`config.mk`:
```
export PLATFORM = sky130hd
export DESIGN_NAME = raw_bypass_ctl
export DESIGN_NICKNAME = d
export VERILOG_FILES = /design/src/rtl/raw_byp_pkg.sv /design/src/rtl/opnd_match.sv /design/src/rtl/ld_use_chk.sv /design/src/rtl/raw_bypass_ctl.sv
export SDC_FILE = /design/constraint.sdc
export NUM_CORES = 1
export LEC_CHECK = 0
export BUFFER_PORTS_ARGS = -buffer_cell sky130_fd_sc_hd__buf_4
export CAP_MARGIN = 15
export CORE_MARGIN = 2
export CORE_UTILIZATION = 25
export DETAILED_ROUTE_END_ITERATION = 16
export PLACE_DENSITY = 0.55
export SYNTH_ARGS = -nofsm -noshare
export SYNTH_HDL_FRONTEND = slang
export SYNTH_SLANG_ARGS = --single-unit
```
`constraint.sdc`:
```
create_clock -name clk -period 3 [get_ports clk]
set_clock_uncertainty 0.15 [all_clocks]
set_input_delay 0.6 -clock clk [delete_from_list [all_inputs] [get_ports clk]]
set_output_delay 0.6 -clock clk [all_outputs]
set_load 0.05 [all_outputs]
```
`src/rtl/raw_byp_pkg.sv`:
```
package raw_byp_pkg;
  // producer stages compared, nearest first: EX, MEM, WB
  localparam int NSTG  = 3;
  localparam int SEL_W = $clog2(NSTG + 1);

  typedef enum logic [SEL_W-1:0] {
    SRC_RF  = 2'd0,
    SRC_EX  = 2'd1,
    SRC_MEM = 2'd2,
    SRC_WB  = 2'd3
  } fwd_src_e;
endpackage

```
`src/rtl/opnd_match.sv`:
```
module opnd_match
  import raw_byp_pkg::*;
#(
  parameter int RW = 5
) (
  input  logic [RW-1:0]      src,
  input  logic [NSTG-1:0]    live,
  input  logic [NSTG*RW-1:0] dst,
  output logic [NSTG-1:0]    hit,
  output fwd_src_e           sel
);
  // one comparator per in-flight producer
  for (genvar g = 0; g < NSTG; g++) begin : g_cmp
    assign hit[g] = live[g] && (src != '0) && (dst[g*RW +: RW] == src);
  end

  // nearest producer (lowest index) wins
  always_comb begin
    sel = SRC_RF;
    for (int i = NSTG - 1; i >= 0; i--) begin
      if (hit[i]) sel = fwd_src_e'(SEL_W'(i + 1));
    end
  end
endmodule

```
`src/rtl/ld_use_chk.sv`:
```
module ld_use_chk (
  input  logic id_valid,
  input  logic id_store,
  input  logic ex_load,
  input  logic rs_hit_ex,
  input  logic rt_hit_ex,
  output logic stall,
  output logic st_fwd
);
  logic rt_needed_now;

  // a store's rt is only consumed in MEM, so it can wait for the load
  assign rt_needed_now = rt_hit_ex && !id_store;
  assign stall  = id_valid && ex_load && (rs_hit_ex || rt_needed_now);
  assign st_fwd = id_valid && ex_load && id_store && rt_hit_ex && !stall;
endmodule

```
`src/rtl/raw_bypass_ctl.sv`:
```
module raw_bypass_ctl
  import raw_byp_pkg::*;
#(
  parameter int RW = 5
) (
  input  logic          clk,
  input  logic          rst,
  input  logic          id_valid,
  input  logic [RW-1:0] id_rs,
  input  logic [RW-1:0] id_rt,
  input  logic          id_store,
  input  logic          ex_valid,
  input  logic          ex_wen,
  input  logic [RW-1:0] ex_rd,
  input  logic          ex_load,
  input  logic          mem_valid,
  input  logic          mem_wen,
  input  logic [RW-1:0] mem_rd,
  input  logic          wb_valid,
  input  logic          wb_wen,
  input  logic [RW-1:0] wb_rd,
  output logic          stall_o,
  output logic          bubble_o,
  output logic [1:0]    fwd_a_o,
  output logic [1:0]    fwd_b_o,
  output logic          st_byp_o
);
  logic [NSTG-1:0]    live;
  logic [NSTG*RW-1:0] dst;
  logic [NSTG-1:0]    hit_a, hit_b;
  fwd_src_e           sel_a, sel_b;
  logic               st_fwd;
  logic               st_in_ex;

  // index 0 = EX, 1 = MEM, 2 = WB
  assign live = {wb_valid && wb_wen, mem_valid && mem_wen, ex_valid && ex_wen};
  assign dst  = {wb_rd, mem_rd, ex_rd};

  opnd_match #(.RW(RW)) u_match_a (
    .src(id_rs), .live(live), .dst(dst), .hit(hit_a), .sel(sel_a)
  );

  opnd_match #(.RW(RW)) u_match_b (
    .src(id_rt), .live(live), .dst(dst), .hit(hit_b), .sel(sel_b)
  );

  ld_use_chk u_ld_use (
    .id_valid (id_valid),
    .id_store (id_store),
    .ex_load  (ex_load),
    .rs_hit_ex(hit_a[0]),
    .rt_hit_ex(hit_b[0]),
    .stall    (stall_o),
    .st_fwd   (st_fwd)
  );

  always_ff @(posedge clk) begin
    if (rst) begin
      fwd_a_o  <= '0;
      fwd_b_o  <= '0;
      bubble_o <= 1'b0;
      st_in_ex <= 1'b0;
      st_byp_o <= 1'b0;
    end else begin
      fwd_a_o  <= (stall_o || !id_valid) ? 2'(SRC_RF) : 2'(sel_a);
      fwd_b_o  <= (stall_o || !id_valid || st_fwd) ? 2'(SRC_RF) : 2'(sel_b);
      bubble_o <= stall_o;
      st_in_ex <= st_fwd;
      st_byp_o <= st_in_ex;
    end
  end


  zero_src_chk: assert property (@(posedge clk) disable iff (rst)
    (id_rs == '0) |=> (fwd_a_o == 2'd0));


  stall_bubble_chk: assert property (@(posedge clk) disable iff (rst)
    stall_o |=> (bubble_o && fwd_a_o == 2'd0 && fwd_b_o == 2'd0));


  stall_cause_chk: assert property (@(posedge clk) disable iff (rst)
    stall_o |-> (ex_load && ex_valid && ex_wen && id_valid));


  st_byp_chain_chk: assert property (@(posedge clk) disable iff (rst)
    st_fwd |-> ##2 st_byp_o);


  st_no_stall_chk: assert property (@(posedge clk) disable iff (rst)
    st_fwd |-> !stall_o);


  idle_slot_chk: assert property (@(posedge clk) disable iff (rst)
    !id_valid |=> (fwd_a_o == 2'd0 && fwd_b_o == 2'd0 && !bubble_o));
endmodule

```
Yosys cells after proc, flatten, opt, wreduce, memory -nomap -nowiden
Index checks and enable logic that the tools add are counted.
- register bits after elaboration: 7
- eq/ne operators: 6
- reduce and logical (&&, ||, !) cells: 33
- mux-type cells: 6
- operators by type and width (kind ; count):
    $eq 5x5->1 ; 6
    $logic_and 1x1->1 ; 21
    $reduce_bool 5->1 ; 2
    $mux 2 ; 4
    $reduce_or 3->1 ; 2
    $reduce_or 2->1 ; 2
    $logic_not 1->1 ; 3
    $logic_or 1x1->1 ; 3
    $mux 1 ; 2

Depth between registers and ports, before layout
- depth in word-level cells: 10
- gate-level depth with buffers: 6

Hierarchy
Synthesis repeated with hierarchy kept, for this count alone.
- cell total of the unflattened synthesis: 81
- area total of the unflattened synthesis: 683.2 sq um
- by module, submodules not included (module ; cells each ; area an instance (sq um) ; sequential area each (sq um) ; instances):
    opnd_match ; 28 ; 212.7 ; 0.0 ; 2
    raw_bypass_ctl ; 19 ; 226.5 ; 140.1 ; 1
    ld_use_chk ; 6 ; 31.3 ; 0.0 ; 1

Worst setup path after synthesis
OpenSTA, ideal clock, no wires.
- path type: input -> output
- from: in ex_rd[3]
- to: out stall_o
- arrival: 2.615 ns
- path buffers: 1
- required time: 2.250 ns
- path slack: -0.365 ns
- cell stages on the path: 6
- path through: xor2_1 -> or4_1 -> or4_1 -> buf_2 -> a2bb2oi_1 -> nor2b_1
- word-level cells in the longest chain between the ends: 5
- ends and longest elaborated chain (element ; RTL line ; RTL):
    start: declaration ; raw_bypass_ctl.sv:14 ; input logic [RW-1:0] ex_rd,
    $eq 5x5->1 ; opnd_match.sv:14 ; assign hit[g] = live[g] && (src != '0) && (dst[g*RW +: RW] == src);
    $logic_and 1x1->1 ; opnd_match.sv:14 ;
    $logic_and 1x1->1 ; ld_use_chk.sv:13 ; assign rt_needed_now = rt_hit_ex && !id_store;
    $logic_or 1x1->1 (*) ; ld_use_chk.sv:14 ; assign stall = id_valid && ex_load && (rs_hit_ex || rt_needed_now);
    $logic_and 1x1->1 (*) ; ld_use_chk.sv:14 ;
    end: declaration ; raw_bypass_ctl.sv:22 ; output logic stall_o,
Every way passes the cells marked *; elsewhere a longest branch is shown, timed or not.

Final worst setup path
Same ends and word-level chain as after synthesis.

==> out/summary.txt <==
WORST SETUP PATH
----------------------------------------------------------------------------------
Number of stages on the worst setup path                                         7
Slowest Stage Delay on Critical Path                                       0.51 ns
Cell type of the slowest stage on the worst timing path                      or4_1
Arrival time worst endpoint                                                2.27 ns
Sort of element at the end of the critical path                        output port
Worst Path Class, Setup                                                     in2out
Critical Path RT                                                           2.25 ns
Max Fanout on Critical Path                                                      2
FF-to-FF path depth                                                              1
Worst path buffer plus inverter count                                            2
Category of the worst setup path launch point                            input pin
Gate family responsible for the most delay along the worst path       simple AND/OR/NAND/NOR gates
Series of cell instances along the critical path                      buf_4, xor2_1, or4_1, or4_4, a2bb2oi_2, nor2b_4, buf_6

GRT
----------------------------------------------------------------------------------
Overall fraction of global-route tracks in use                               0.121
Largest net degree at the start of global routing                                7
Final global-route overflow total                                                0
Via count of the first global-routing pass                                     796
Number of antenna violations at the first check in global routing                0
First-pass GRT wire length                                                 3090 um

STA
----------------------------------------------------------------------------------
Final-report max-slew violation count                                            0
Ratio of final minimum period to clock period                                 1.01
Final Hold Slack                                                          0.284 ns
Minimum clock period                                                       3.02 ns
Setup TNS after final layout                                            -0.0213 ns
Slew @ Worst Pin                                                          0.368 ns
Slew HR                                                                      0.753
Setup repair after global routing missed its margin                            yes
Final number of setup-violating endpoints                                        1
Slack of the critical path                                              -0.0213 ns
Max Clk Rate                                                               331 MHz
Final-report hold violation count                                                0

DRT
----------------------------------------------------------------------------------
Aggregate routed wire length                                               1860 um
Total via count after detailed routing                                         787
DRC viols                                                                        0
Routed wire length per instance                                            11.2 um
DRC marker count from the first detailed-route iteration                         6
Via count normalized by instance count                                        4.74
Detailed Routing Iterations Pass 1                                               4
Post-detailed-route count of antenna-violating nets                              0

LOGIC SYNTHESIS
----------------------------------------------------------------------------------
Synthesized area                                                          662 um^2
Compound-gate portion of the synthesized area                               0.0907
Synth Register Bits                                                              7
Adder-cell share of the synthesized area                                         0
Cells after Synth                                                               83
Avg Synthesized Cell Area                                                7.97 um^2
Count of yosys warnings during synthesis                                         0
Cell variety after synth                                                        20
Net Count, Synth                                                               119
Sequential-to-total area share from yosys stat                               0.212
Synth Area in XOR/XNOR                                                       0.371
Dominant combinational cell family by area after synthesis            XOR/XNOR gates
Proportion of synthesized area in mux cells                                      0
Simple-gate area share of the yosys netlist                                  0.308

PLACEMENT
----------------------------------------------------------------------------------
Port Buffer Count                                                               42
Count of placed standard cells including taps                                  162
DP Area                                                               0.00108 mm^2
Final weighted congestion in routability-driven placement                    0.844
Detail Placement HPWL                                                      1720 um
Pre-CTS setup slack                                                     -0.0589 ns

FLOORPLAN
----------------------------------------------------------------------------------
IO Pins                                                                         43
Core Rows                                                                       18
Chip width                                                                 55.5 um
Starting Density                                                             0.265
Die boundary height                                                        55.5 um
Placeable core region                                                 0.00250 mm^2
Total Die Area                                                        0.00308 mm^2

FINAL LAYOUT
----------------------------------------------------------------------------------
Count of nets after finishing                                                  173
Non-filler cells, final                                                        166
Area added between synthesis and finish                                      68.8%
Share of final-layout standard cells stronger than drive strength 1          0.419
Final std cell area, no fill                                          0.00112 mm^2
N_diodes                                                                         0
Filler Cell Count                                                              260
Final core occ                                                               0.447

WORST HOLD PATH
----------------------------------------------------------------------------------
Worst Hold Class                                                           reg2reg
Cells on Worst Hold Path                                                         1

POWER
----------------------------------------------------------------------------------
Total design power                                                        0.284 mW
Worst vdd rail ir drop                                                    0.206 mV
Reported leakage power                                                    0.495 nW
Clock group share of total power                                             0.290
Power density normalized to cell area                                  254 mW/mm^2
Logic pwr share                                                              0.380
Reg power frac                                                               0.330
Internal power consumption                                                0.206 mW
Power spent charging and discharging nets                                0.0773 mW
Net Sw Frac                                                                  0.273

CLOCKING
----------------------------------------------------------------------------------
Skew-Pair Late Insertion Delay                                             0.25 ns
Total clock buffers created by CTS                                               3
Max clock buf depth                                                              2
Clk pin slew, worst setup/hold paths                                       0.05 ns
TritonCTS clock tree                                                         built
Clock root cell                                                           clkbuf_4
Clock tree sinks                                                                 7
Number of H-tree levels                                                          1
Post-cts hold buffer count                                                       0

RUN STATUS
----------------------------------------------------------------------------------
Violated checks                                                       setup timing
Outcome                                                               complete, but fails checks

JOB
----------------------------------------------------------------------------------
Number of max-capacitance violations reported                                    0

[worst paths after layout]
check	from	to	slack [ns]
max	ex_rd[3]	stall_o	-0.02
min	st_in_ex$_SDFF_PP0_	st_byp_o$_SDFF_PP0_	0.28
max reg2reg	st_in_ex$_SDFF_PP0_	st_byp_o$_SDFF_PP0_	2.35
min reg2reg	st_in_ex$_SDFF_PP0_	st_byp_o$_SDFF_PP0_	0.28
[layout make-up]
cell class	instances	area, um^2	share of cell area
Inverter	2	7.51	0.00672
Timing Repair Buffer	50	379	0.339
Clock buffer	4	26.3	0.0235
Tap cell	30	37.5	0.0336
Sequential cell	7	140	0.125
Multi-Input combinational cell	73	527	0.471
[flip-flops by register name (all words and copies together), names as in the netlist]
name and flops:
fwd_b_o 2, st_in_ex 1, bubble_o 1, fwd_a_o 2
st_byp_o 1
[placed cells by master (no fill, tap or decap), types with 2 or more instances in the layout]
cell type  count
xor2_1        17
xnor2_1       11
a221oi_1       2
inv_1          2
nor2b_1        2
nor2_1         7
nor4_1         4
nand2_1        8
or4_1          2
clkbuf_4       3
dfxtp_1        7
buf_4         49
nand4_1        4
a211oi_1       3
nand2b_1       4
nor3_1         2
[cells in the mapped netlist (all sizes together)]
master	number	share of area
buf	1	0.0076
a221oi	2	0.026
a211oi	3	0.034
nand3b	1	0.011
nand2b	4	0.038
dfxtp	7	0.21
nand4	4	0.038
nor4	4	0.038
or4	3	0.034
inv	2	0.011
o221a	1	0.017
nand2	8	0.045
a2bb2oi	1	0.013
nor2b	3	0.028
nor3	2	0.015
xnor2	11	0.15
and4	1	0.013
xor2	17	0.22
nor2	7	0.040
nand3	1	0.0076
[repair_timing]
action,in CTS,in global routing
endpoints found under the setup margin,1,1
buffers inserted,0,0
resized for setup,3,0
[power by group through the flow]
stage	logic, mW	registers, mW	clock network (mW)
5_1_grt	0.118	0.0934	0.0905
3_5_place_dp	0.108	0.0954	0
2_1_floorplan	0.0410	0.0966	0
6_report	0.108	0.0936	0.0824
3_3_place_gp	0.106	0.0954	0
4_1_cts	0.109	0.0936	0.0864
[metal layers]
metal | track usage | share of wire | vias to the layer above
li1 | - | - | 399
met2 | 0.230 | 0.51 | 33
met3 | 0.0164 | 0.064 | 2
met5 | 0 | 0 | -
met1 | 0.136 | 0.41 | 353
met4 | 0.0418 | 0.011 | 0
[kinds of logic (layout without fill, tap and decap cells)]
group | Yosys count | count (layout)
flip-flops | 7 | 7
AND/OR/NAND/NOR | 38 | 38
AO/OA/AOI/OAI | 7 | 7
buffers and inverters | 3 | 56
XOR/XNOR | 28 | 28
No activity file was read; power rests on OpenSTA's default activity.
